--- config.mk ---
export PLATFORM = sky130hd
export DESIGN_NAME = vi_snoop_ctrl
export DESIGN_NICKNAME = d
export VERILOG_FILES = /design/src/rtl/vi_pkg.sv /design/src/rtl/vi_tag_store.sv /design/src/rtl/vi_match.sv /design/src/rtl/vi_snoop_ctrl.sv
export SDC_FILE = /design/constraint.sdc
export NUM_CORES = 1
export LEC_CHECK = 0
export BUFFER_PORTS_ARGS = -buffer_cell sky130_fd_sc_hd__buf_2
export CAP_MARGIN = 10
export CORE_ASPECT_RATIO = 1.4
export CORE_MARGIN = 3
export CORE_UTILIZATION = 30
export CTS_BUF_LIST = sky130_fd_sc_hd__clkbuf_16
export CTS_CLUSTER_SIZE = 10
export DETAILED_ROUTE_END_ITERATION = 8
export PLACE_DENSITY = 0.52
export SLEW_MARGIN = 20
export SYNTH_ARGS = -nofsm -noshare
export SYNTH_HDL_FRONTEND = slang
export SYNTH_SLANG_ARGS = --single-unit
--- constraint.sdc ---
create_clock -name clk -period 5.9 [get_ports clk]
set_input_delay 0.59 -clock clk [delete_from_list [all_inputs] [get_ports clk]]
set_output_delay 0.59 -clock clk [all_outputs]
set_load 0.01 [all_outputs]
--- src/rtl/vi_pkg.sv ---
package vi_pkg;
  typedef enum logic { LS_INV = 1'b0, LS_VAL = 1'b1 } line_state_e;
endpackage

--- src/rtl/vi_tag_store.sv ---
module vi_tag_store #(
  parameter int IDX_W = 4,
  parameter int TAG_W = 23
) (
  input  logic                clk,
  input  logic                rst,
  input  logic [IDX_W-1:0]    idx,
  output logic [TAG_W-1:0]    rd_tag,
  output vi_pkg::line_state_e rd_state,
  output logic                rd_dirty,
  input  logic                wr_en,
  input  logic [TAG_W-1:0]    wr_tag,
  input  vi_pkg::line_state_e wr_state,
  input  logic                wr_dirty
);
  localparam int LINES = 1 << IDX_W;

  // tags carry no reset: a plain array that maps to distributed RAM
  logic [TAG_W-1:0] tag_mem [LINES];
  logic [LINES-1:0] valid_q;
  logic [LINES-1:0] dirty_q;

  always_ff @(posedge clk) begin
    if (wr_en) tag_mem[idx] <= wr_tag;
  end

  always_ff @(posedge clk) begin
    if (rst) begin
      valid_q <= '0;
      dirty_q <= '0;
    end else if (wr_en) begin
      valid_q[idx] <= (wr_state == vi_pkg::LS_VAL);
      dirty_q[idx] <= wr_dirty;
    end
  end

  assign rd_tag   = tag_mem[idx];
  assign rd_state = valid_q[idx] ? vi_pkg::LS_VAL : vi_pkg::LS_INV;
  assign rd_dirty = dirty_q[idx];
endmodule

--- src/rtl/vi_match.sv ---
module vi_match #(
  parameter int TAG_W = 23
) (
  input  logic [TAG_W-1:0]    look_tag,
  input  logic [TAG_W-1:0]    store_tag,
  input  vi_pkg::line_state_e store_state,
  output logic                hit
);
  assign hit = (store_state == vi_pkg::LS_VAL) && (look_tag == store_tag);
endmodule

--- src/rtl/vi_snoop_ctrl.sv ---
module vi_snoop_ctrl #(
  parameter int ADDR_W = 32,
  parameter int OFF_W  = 5,
  parameter int IDX_W  = 4,
  parameter int SRC_W  = 3,
  parameter int MY_ID  = 0
) (
  input  logic              clk,
  input  logic              rst,
  input  logic              snoop_en,
  input  logic              cpu_req,
  input  logic              cpu_wr,
  input  logic [ADDR_W-1:0] cpu_addr,
  output logic              cpu_stall,
  output logic              cpu_ack,
  output logic              cpu_hit,
  output logic              bus_valid,
  output logic              bus_wr,
  output logic [ADDR_W-1:0] bus_addr,
  input  logic              snp_valid,
  input  logic              snp_wr,
  input  logic [ADDR_W-1:0] snp_addr,
  input  logic [SRC_W-1:0]  snp_src,
  output logic              c2c_supply,
  output logic [ADDR_W-1:0] c2c_addr
);
  import vi_pkg::*;

  localparam int TAG_W = ADDR_W - OFF_W - IDX_W;
  localparam logic [SRC_W-1:0] OWN_SRC = SRC_W'(MY_ID);

  logic              snoop_go, cpu_go;
  logic [ADDR_W-1:0] look_addr;
  logic [IDX_W-1:0]  look_idx;
  logic [TAG_W-1:0]  look_tag, st_tag, nx_tag;
  line_state_e       st_state, nx_state;
  logic              st_dirty, nx_dirty, nx_we, hit;

  // one lookup port: a snoop from another cache takes it first
  assign snoop_go  = snp_valid && snoop_en && (snp_src != OWN_SRC);
  assign cpu_go    = cpu_req && !snoop_go;
  assign cpu_stall = cpu_req && snoop_go;

  assign look_addr = snoop_go ? snp_addr : cpu_addr;
  assign look_idx  = look_addr[OFF_W +: IDX_W];
  assign look_tag  = look_addr[ADDR_W-1 -: TAG_W];

  vi_tag_store #(.IDX_W(IDX_W), .TAG_W(TAG_W)) u_store (
    .clk      (clk),
    .rst      (rst),
    .idx      (look_idx),
    .rd_tag   (st_tag),
    .rd_state (st_state),
    .rd_dirty (st_dirty),
    .wr_en    (nx_we),
    .wr_tag   (nx_tag),
    .wr_state (nx_state),
    .wr_dirty (nx_dirty)
  );

  vi_match #(.TAG_W(TAG_W)) u_match (
    .look_tag    (look_tag),
    .store_tag   (st_tag),
    .store_state (st_state),
    .hit         (hit)
  );

  always_comb begin
    nx_we    = 1'b0;
    nx_tag   = look_tag;
    nx_state = LS_VAL;
    nx_dirty = 1'b0;
    if (snoop_go) begin
      if (hit) begin
        nx_we    = 1'b1;
        nx_state = snp_wr ? LS_INV : LS_VAL;
        nx_dirty = 1'b0;  // data leaves through the transfer
      end
    end else if (cpu_go) begin
      nx_we    = 1'b1;
      nx_state = LS_VAL;
      nx_dirty = hit ? (st_dirty | cpu_wr) : cpu_wr;
    end
  end

  always_ff @(posedge clk) begin
    if (rst) begin
      cpu_ack    <= 1'b0;
      cpu_hit    <= 1'b0;
      bus_valid  <= 1'b0;
      bus_wr     <= 1'b0;
      bus_addr   <= '0;
      c2c_supply <= 1'b0;
      c2c_addr   <= '0;
    end else begin
      cpu_ack    <= cpu_go;
      cpu_hit    <= cpu_go && hit;
      bus_valid  <= cpu_go && (!hit || cpu_wr);
      bus_wr     <= cpu_go && cpu_wr;
      if (cpu_go) bus_addr <= cpu_addr;
      c2c_supply <= snoop_go && hit && st_dirty;
      if (snoop_go) c2c_addr <= snp_addr;
    end
  end
endmodule

======== Yosys cells after proc, flatten, opt, wreduce, memory -nomap -nowiden ========
Memories as Yosys holds them, arrays and structs flattened.
Index checks and enable logic that the tools add are counted.
word-level totals
  memory bits (writable) .................. 368
  flip-flop bits (word level) ............. 101
  memories kept ........................... 1
memory list
  name             depth  bits a word  read ports  clocked after Yosys merged registers in  write ports  RTL line            text
  u_store.tag_mem  16     23           1           0                                        1            vi_tag_store.sv:19  logic [TAG_W-1:0] tag_mem [LINES];
cells by class
  order comparisons ....................... 2
  eq/ne operators ......................... 1
  multiplexer cells ....................... 21
  reduce and logical (&&, ||, !) cells .... 15
  bitwise operators ....................... 1
operators by type and width
  kind                                                                    number
  16-bit bitwise mux                                                      2
  32-bit two-way mux                                                      1
  23-bit == test                                                          1
  1-bit two-way mux                                                       15
  1-bit logical AND                                                       11
  1-bit binary-select mux with 4-bit select                               2
  4-bit by 5-bit < comparator with 1-bit output (second input constant)   1
  1-bit demux with 4-bit select                                           1
  4-bit by 1-bit >= comparator with 1-bit output (second input constant)  1
  3-bit nonzero test                                                      1
  1-bit logical NOT                                                       2
  1-bit logical OR                                                        1
  1-bit OR                                                                1

======== Logic depth before layout (Yosys ltp) ========
Gate-level depths: netlist (run 1).
  depth in word-level cells ............... 11
  mapped depth ............................ 16
  depth with buffers taken out ............ 10

======== By module ========
From an unflattened synthesis (run 1), not the netlist that was laid out.
second synthesis, totals
  cells, all modules ...................... 1160
  area, all modules ....................... 18377.6 um^2
modules (own cells, without submodules)
  module         area each (um^2)  seq. area each (um^2)  cells each  times used
  vi_tag_store   15402.3           11691.2                765         1
  vi_snoop_ctrl  2720.1            1381.3                 364         1
  vi_match       255.2             0.0                    31          1

======== Worst setup path after synthesis (run 1) ========
No wires, ideal clock.
  path type ............................... input -> register
  from .................................... input port snp_src[1]
  to ...................................... memory u_store.tag_mem[0][0], enable pin
  library setup time ...................... 0.412 ns
  cell stages on the path ................. 13
  arrival ................................. 4.687 ns
  data required time ...................... 5.488 ns
  slack ................................... 0.801 ns
  path through ............................ o311ai_4 -> buf_6 -> buf_6 -> buf_6 -> mux2i_1 -> a41oi_1 -> a2111o_1 -> or3_1 -> a2bb2o_4 -> nor4_4 -> nand4_4 -> buf_6 -> a21oi_1
between the ends
  cells in the longest elaborated chain, start to end .. 11
  elaborated cells on any way between the ends .. 16
  classes of those cells .................. 1 x eq/ne; 9 x mux; 5 x reduce/logical; 1 x memory
ends and longest elaborated chain
  element                                                     RTL line             text
  start: declaration                                          vi_snoop_ctrl.sv:23  input logic [SRC_W-1:0] snp_src,
  3-bit nonzero test (*)                                      vi_snoop_ctrl.sv:40  assign snoop_go = snp_valid && snoop_en && (snp_src != OWN_SRC);
  1-bit logical AND (*)                                       vi_snoop_ctrl.sv:40
  branches (longest 9 deep; another with memory 16 x 23 bit)  --
  end: declaration                                            vi_tag_store.sv:19
Mark *: on every way between the ends. The select of a mux whose other input is x is not followed.

======== Worst setup path in the final report (run 1) ========
  from .................................... input port snp_src[1]
  to ...................................... memory u_store.tag_mem[12][15], enable pin
The elaborated chain is that of the path after synthesis.

==> impl_metrics.json, run 1 <==
{
  "worstSkewPairLatency_ns": 0.58,
  "clockBufferDepth": 3,
  "power_leakage_nw": 8.75,
  "crit_type": "input port to flip-flop",
  "rsz0062_at_grt": "no",
  "post-route-cell-area_mm2": 0.0265,
  "die_w_um": 239,
  "cts_resized": 0,
  "fillerInstances": 7299,
  "syn-num-nets": 2001,
  "power.share.sequential_pct": 48.9,
  "cp_cell_sequence": "buf_2 > o311ai_4 > buf_12 > mux2_2 > buf_4 > o22ai_1 > o21ai_0 > a32oi_1 > nor4b_1 > and4_1 > nand4_4 > buf_4 > a21oi_4 > buf_4",
  "top_layer": "met4",
  "tightest_slew_ns": 0.970,
  "hold_viol": 0,
  "syn-cell-area_mm2": 0.0227,
  "dp_hpwl_um": 48100,
  "synth_cell_types": 68,
  "dieArea_mm2": 0.0791,
  "place_ws_ns": 0.319,
  "hold_buffers": 0,
  "crit_arrival_ns": 5.27,
  "cp_slowest_stage_delay_ns": 0.74,
  "worstPathMaxFanout": 45,
  "clockPowerShare_pct": 39.0,
  "setup_ws_ns": 0.845,
  "cpMaxStageDelayCell": "nor4b_1",
  "num_rows": 118,
  "final_net_count": 2120,
  "worst-path-buf-inv": 5,
  "wl_per_cell_um": 24.7,
  "max_cap_viol_count": 0,
  "placed_cell_area_mm2": 0.0250,
  "min_period_over_period_pct": 85.7,
  "ant_nets": 0,
  "htree_levels": 2,
  "peakVddDrop_uv": 218,
  "hp-class": "input port to flip-flop",
  "fin_cells": 3042,
  "start_util_pct": 30.5,
  "cp-start-kind": "input port",
  "setup_viol": 0,
  "synth_edf_count": 368,
  "wl_met3_um": 4130,
  "met2_wirelength_um": 37300,
  "post_cts_buffers": 0,
  "grt_pass1_vias": 17145,
  "slew_violations": 0,
  "wl_um": 75100,
  "syn_area_per_cell_um2": 11.8,
  "p_sw_w": 0.00194,
  "clk_pin_slew_ns": 0.06,
  "num_vias": 17023,
  "combinationalPowerShare_pct": 12.2,
  "ios": 144,
  "internal_power_w": 0.00566,
  "drive_gt1_share_pct": 18.3,
  "syn_inst": 1927,
  "grt_max_degree": 114,
  "routed_via_density": 5.60,
  "grt_antenna_before_repair": 0,
  "n_antenna_cell": 0,
  "slew_headroom_pct": 35.1,
  "skew_ns": 0.0327,
  "drt_iter0_drc": 1520,
  "dp.cells": 2951,
  "gr-usage-all-layers_pct": 18.4,
  "gr-total-overflow": 0,
  "dr.pass1.iters": 5,
  "synth-main-ff-cell": "edfxtp_1",
  "worstPathRequired_ns": 6.11,
  "tns_ns": 0,
  "fmax_ghz": 0.198,
  "endpoint_kind": "flip-flop",
  "grt_pass1_wl_um": 111000,
  "min_period_ns": 5.05,
  "core_mm2": 0.0746,
  "cp_common_cell": "buf_4",
  "cts_buffers": 53,
  "drc_errors": 0,
  "synth-seq-area-share_pct": 57.6,
  "gp_congestion": 0.883,
  "final_util_pct": 35.5,
  "clock-sinks": 469,
  "ys_warn_count": 0,
  "met1Wirelength_um": 31100,
  "cp_top_family": "buffers and inverters",
  "swShare_pct": 25.6,
  "cts_tree": "built",
  "area_growth_pct": 16.6,
  "ys_ff_latch": 469,
  "portBuffers": 143,
  "outcome": "finished, final reports clean",
  "root_buffer": "clkbuf_16",
  "power_density_mw_per_mm2": 287,
  "async_flop_share_pct": 0,
  "dieHeight_um": 332
}
layer usage:
metal	up-vias	track usage, %
met4	0	6.26
met3	131	2.14
met2	679	32.4
li1	7605	-
met5	-	0
met1	8608	23.4
worst min-delay path, cell delays in order:
cell     delay [ns]
buf_2          0.09
nand2_1        0.05
a21oi_1        0.05
cell families (layout without fill, tap and decap cells):
group,Yosys count,after routing,synth area share [%]
AOI/OAI and AO/OA,312,312,9.59
xor gates and xnor gates,12,12,0.463
buffers and inverters,202,357,4.08
DFF,469,469,57.6
muxes,223,223,10.3
and+or+nand+nor,709,709,18.0
worst paths after layout:
check	slack (ns)	startpoint	depth (start not counted)	end
setup / recovery	0.85	snp_src[1]	14	u_store.tag_mem[12][15]
hold / removal	0.24	snp_addr[0]	3	c2c_addr[0]
hold reg to reg	0.45	bus_addr[11]	2	bus_addr[11]
setup reg to reg	2.10	u_store.tag_mem[7][16]	11	u_store.tag_mem[12][15]
state kept, by name (all words and copies together), names as in the netlist:
signal / count
u_store.tag_mem: 368
bus_addr: 32
c2c_addr: 32
u_store.dirty_q: 16
u_store.valid_q: 16
bus_valid: 1
bus_wr: 1
c2c_supply: 1
cpu_ack: 1
cpu_hit: 1
cell usage after synthesis (all sizes together), types with 9 or more instances:
master | number | area (µm²)
nor2 | 29 | 109
nor4 | 13 | 96.3
mux2 | 49 | 552
mux2i | 171 | 1710
a41oi | 30 | 263
o21ai | 30 | 150
xor2 | 9 | 78.8
o32ai | 16 | 140
nand3b | 85 | 638
o211ai | 16 | 120
nand2 | 221 | 830
dfxtp | 101 | 2020
nor3 | 100 | 505
a21oi | 92 | 468
edfxtp | 368 | 11100
inv | 33 | 124
o22ai | 50 | 319
a32oi | 13 | 114
nor3b | 189 | 1420
buf | 80 | 469
nand4 | 29 | 196
clkbuf | 89 | 334
cell usage in the layout (no fill, tap or decap), types with 18 or more instances in the layout:
master,instances
nor2_1,29
buf_4,74
nand2_1,220
edfxtp_1,368
nor3b_1,189
a41oi_1,30
nand3b_1,85
a21oi_1,76
nor3_1,99
dfxtp_1,101
buf_12,18
nand4_1,28
buf_2,139
o21ai_0,23
mux2i_1,168
inv_1,67
o22ai_1,49
mux2_2,48
clkbuf_16,54
power groups by stage:
| stage | Sequential, W | Combinational (W) | Clock (W) |
|---|---|---|---|
| 2_1_floorplan | 0.00378 | 0.000541 | 0 |
| 3_3_place_gp | 0.00378 | 0.000914 | 0 |
| 3_5_place_dp | 0.00378 | 0.000920 | 0 |
| 4_1_cts | 0.00371 | 0.000923 | 0.00302 |
| 5_1_grt | 0.00372 | 0.000987 | 0.00314 |
| 6_report | 0.00371 | 0.000923 | 0.00296 |
per-stage QoR:
step	power [W]	hold WS [ns]
final	0.00760	0.244
after global placement	0.00469	0.441
after floorplan	0.00432	0.455
after global routing	0.00785	0.244
after detailed placement	0.00470	0.446
after CTS	0.00765	0.221
final cells by class:
class                   instances  area (µm²)  area share (%)
flip-flops and latches        469       13100            49.4
multi-input cells            1256        8920            33.7
repair buffers                233        1630            6.17
clock buffers                  54        1350            5.10
well taps                     960        1200            4.54
clock inverters                37         178           0.671
inverters                      33         124           0.468
(Power assumes the default switching activity.)
==> run 2: changes to the inputs <==
Settings changed: CELL_PAD_IN_SITES_DETAIL_PLACEMENT from default to 2, CELL_PAD_IN_SITES_GLOBAL_PLACEMENT from default to 2, PLACE_DENSITY 0.52 to 0.68.
==> impl_metrics.json, run 2 (synthesized netlist as in run 1, its figures left out) <==
{
  "hold_ws_ns": 0.241,
  "setup_viol": 0,
  "cp_top_family": "simple AND/OR/NAND/NOR gates",
  "hold_buffers": 0,
  "place_ws_ns": 0.306,
  "n_antenna_cell": 0,
  "grt_max_degree": 133,
  "core_mm2": 0.0746,
  "dp_hpwl_um": 57000,
  "largest_register_ffs": 368,
  "hold_viol": 0,
  "outcome": "finished, final reports clean",
  "power_density_mw_per_mm2": 286,
  "root_buffer": "clkbuf_16",
  "area_growth_pct": 17.2,
  "clk_pin_slew_ns": 0.06,
  "cts_tree": "built",
  "crit_arrival_ns": 5.51,
  "gr-usage-all-layers_pct": 21.2,
  "cp-start-kind": "input port",
  "drive_gt1_share_pct": 18.8,
  "max_cap_viol_count": 0,
  "die_w_um": 239,
  "cts_resized": 0,
  "endpoint_kind": "flip-flop",
  "post_cts_buffers": 0,
  "final_common_cell": "edfxtp_1",
  "worstSkewPairLatency_ns": 0.59,
  "num_rows": 118,
  "clock-sinks": 469,
  "setup_ws_ns": 0.858,
  "dieHeight_um": 332,
  "slew_violations": 0,
  "skew_ns": 0.0210,
  "power_leakage_nw": 8.80,
  "clockBufferDepth": 3,
  "start_util_pct": 30.5,
  "worstPathRequired_ns": 6.37,
  "worstPathMaxFanout": 16,
  "tightest_slew_ns": 0.925,
  "cp_slowest_stage_delay_ns": 0.64,
  "grt_pass1_wl_um": 128000,
  "min_period_ns": 5.04,
  "largest_register": "u_store.tag_mem",
  "slew_headroom_pct": 37.1,
  "portBuffers": 143,
  "dr.pass1.iters": 9,
  "worst-path-buf-inv": 2,
  "routed_via_density": 5.69,
  "htree_levels": 2,
  "grt_pass1_vias": 19212,
  "peakVddDrop_uv": 202,
  "cpMaxStageDelayCell": "mux2_2",
  "reg2reg_slack_ns": 1.83,
  "cts_buffers": 52,
  "rsz0062_at_grt": "no",
  "drc_errors": 0,
  "reg.largest.list": "u_store.tag_mem x368, bus_addr x32, c2c_addr x32",
  "ant_nets": 0,
  "num_vias": 17365,
  "wl_um": 85500,
  "cp_cell_sequence": "buf_2 > o311ai_4 > buf_4 > mux2_2 > a41oi_1 > nor4_1 > xor2_1 > nor3b_1 > and4_1 > nand4bb_1 > or3b_1 > o221a_2",
  "wl_per_cell_um": 28.0,
  "ios": 144,
  "placed_cell_area_mm2": 0.0252,
  "post-route-cell-area_mm2": 0.0266,
  "power_w": 0.00762,
  "dieArea_mm2": 0.0791,
  "tns_ns": 0,
  "gp_congestion": 0.850,
  "fmax_ghz": 0.198,
  "grt_antenna_before_repair": 1,
  "crit_type": "input port to flip-flop",
  "final_net_count": 2133,
  "gr-total-overflow": 0,
  "hp-class": "input port to flip-flop",
  "drt_iter0_drc": 1404,
  "final_cell_mix": "edfxtp_1, nand2_1, nor3b_1",
  "min_period_over_period_pct": 85.5
}
run 2: changes by cell type in the layout (fill, tap and decap cells not counted), sizes merged:
| cell | previous run | this run |
|---|---|---|
| clkbuf | 54 | 53 |
| clkinv | 1 | 0 |
| inv | 68 | 67 |
| buf | 233 | 247 |
| bufinv | 1 | 0 |
run 2: area by class of cell:
class	count	area, µm²
Clock inverter	34	138
Tap cell	960	1200
Inverter	33	124
Timing Repair Buffer	247	1830
Fill cell	7768	47900
Sequential cell	469	13100
Clock buffer	53	1330
Multi-Input combinational cell	1256	8920
run 2: report_power, final:
| group | switching (W) | total [W] | internal [W] |
|---|---|---|---|
| logic | 0.000664 | 0.000978 | 0.000314 |
| clock network | 0.00133 | 0.00293 | 0.00160 |
| registers | 0.0000390 | 0.00372 | 0.00368 |
| total | 0.00203 | 0.00762 | 0.00559 |
run 2: final timing paths:
path | startpoint | endpoint | cells past startpoint
setup / recovery | snp_src[1] | u_store.valid_q[6] | 12
hold / removal | snp_addr[0] | c2c_addr[0] | 3
setup reg to reg | u_store.tag_mem[9][9] | u_store.valid_q[6] | 10
hold reg to reg | c2c_addr[28] | c2c_addr[28] | 2
run 2: worst min-delay path, stage by stage:
cell	delay, ns
buf_2	0.10
nand2_1	0.04
a21oi_1	0.05
run 2: metal layers:
layer | track usage (%) | vias up | wire length, µm
li1 | - | 7632 | -
met2 | 39.6 | 544 | 44800
met5 | 0 | - | 0
met1 | 25.5 | 9059 | 34100
met3 | 2.44 | 130 | 3840
met4 | 6.24 | 0 | 2730
run 2: through the flow:
| stage | utilization (%) | instances |
|---|---|---|
| floorplan | - | 1927 |
| global placement | 33.7 | 2965 |
| detailed placement | 33.7 | 2965 |
| CTS | 35.7 | 3052 |
| global route | 35.7 | 3052 |
| finish | 35.7 | 3052 |
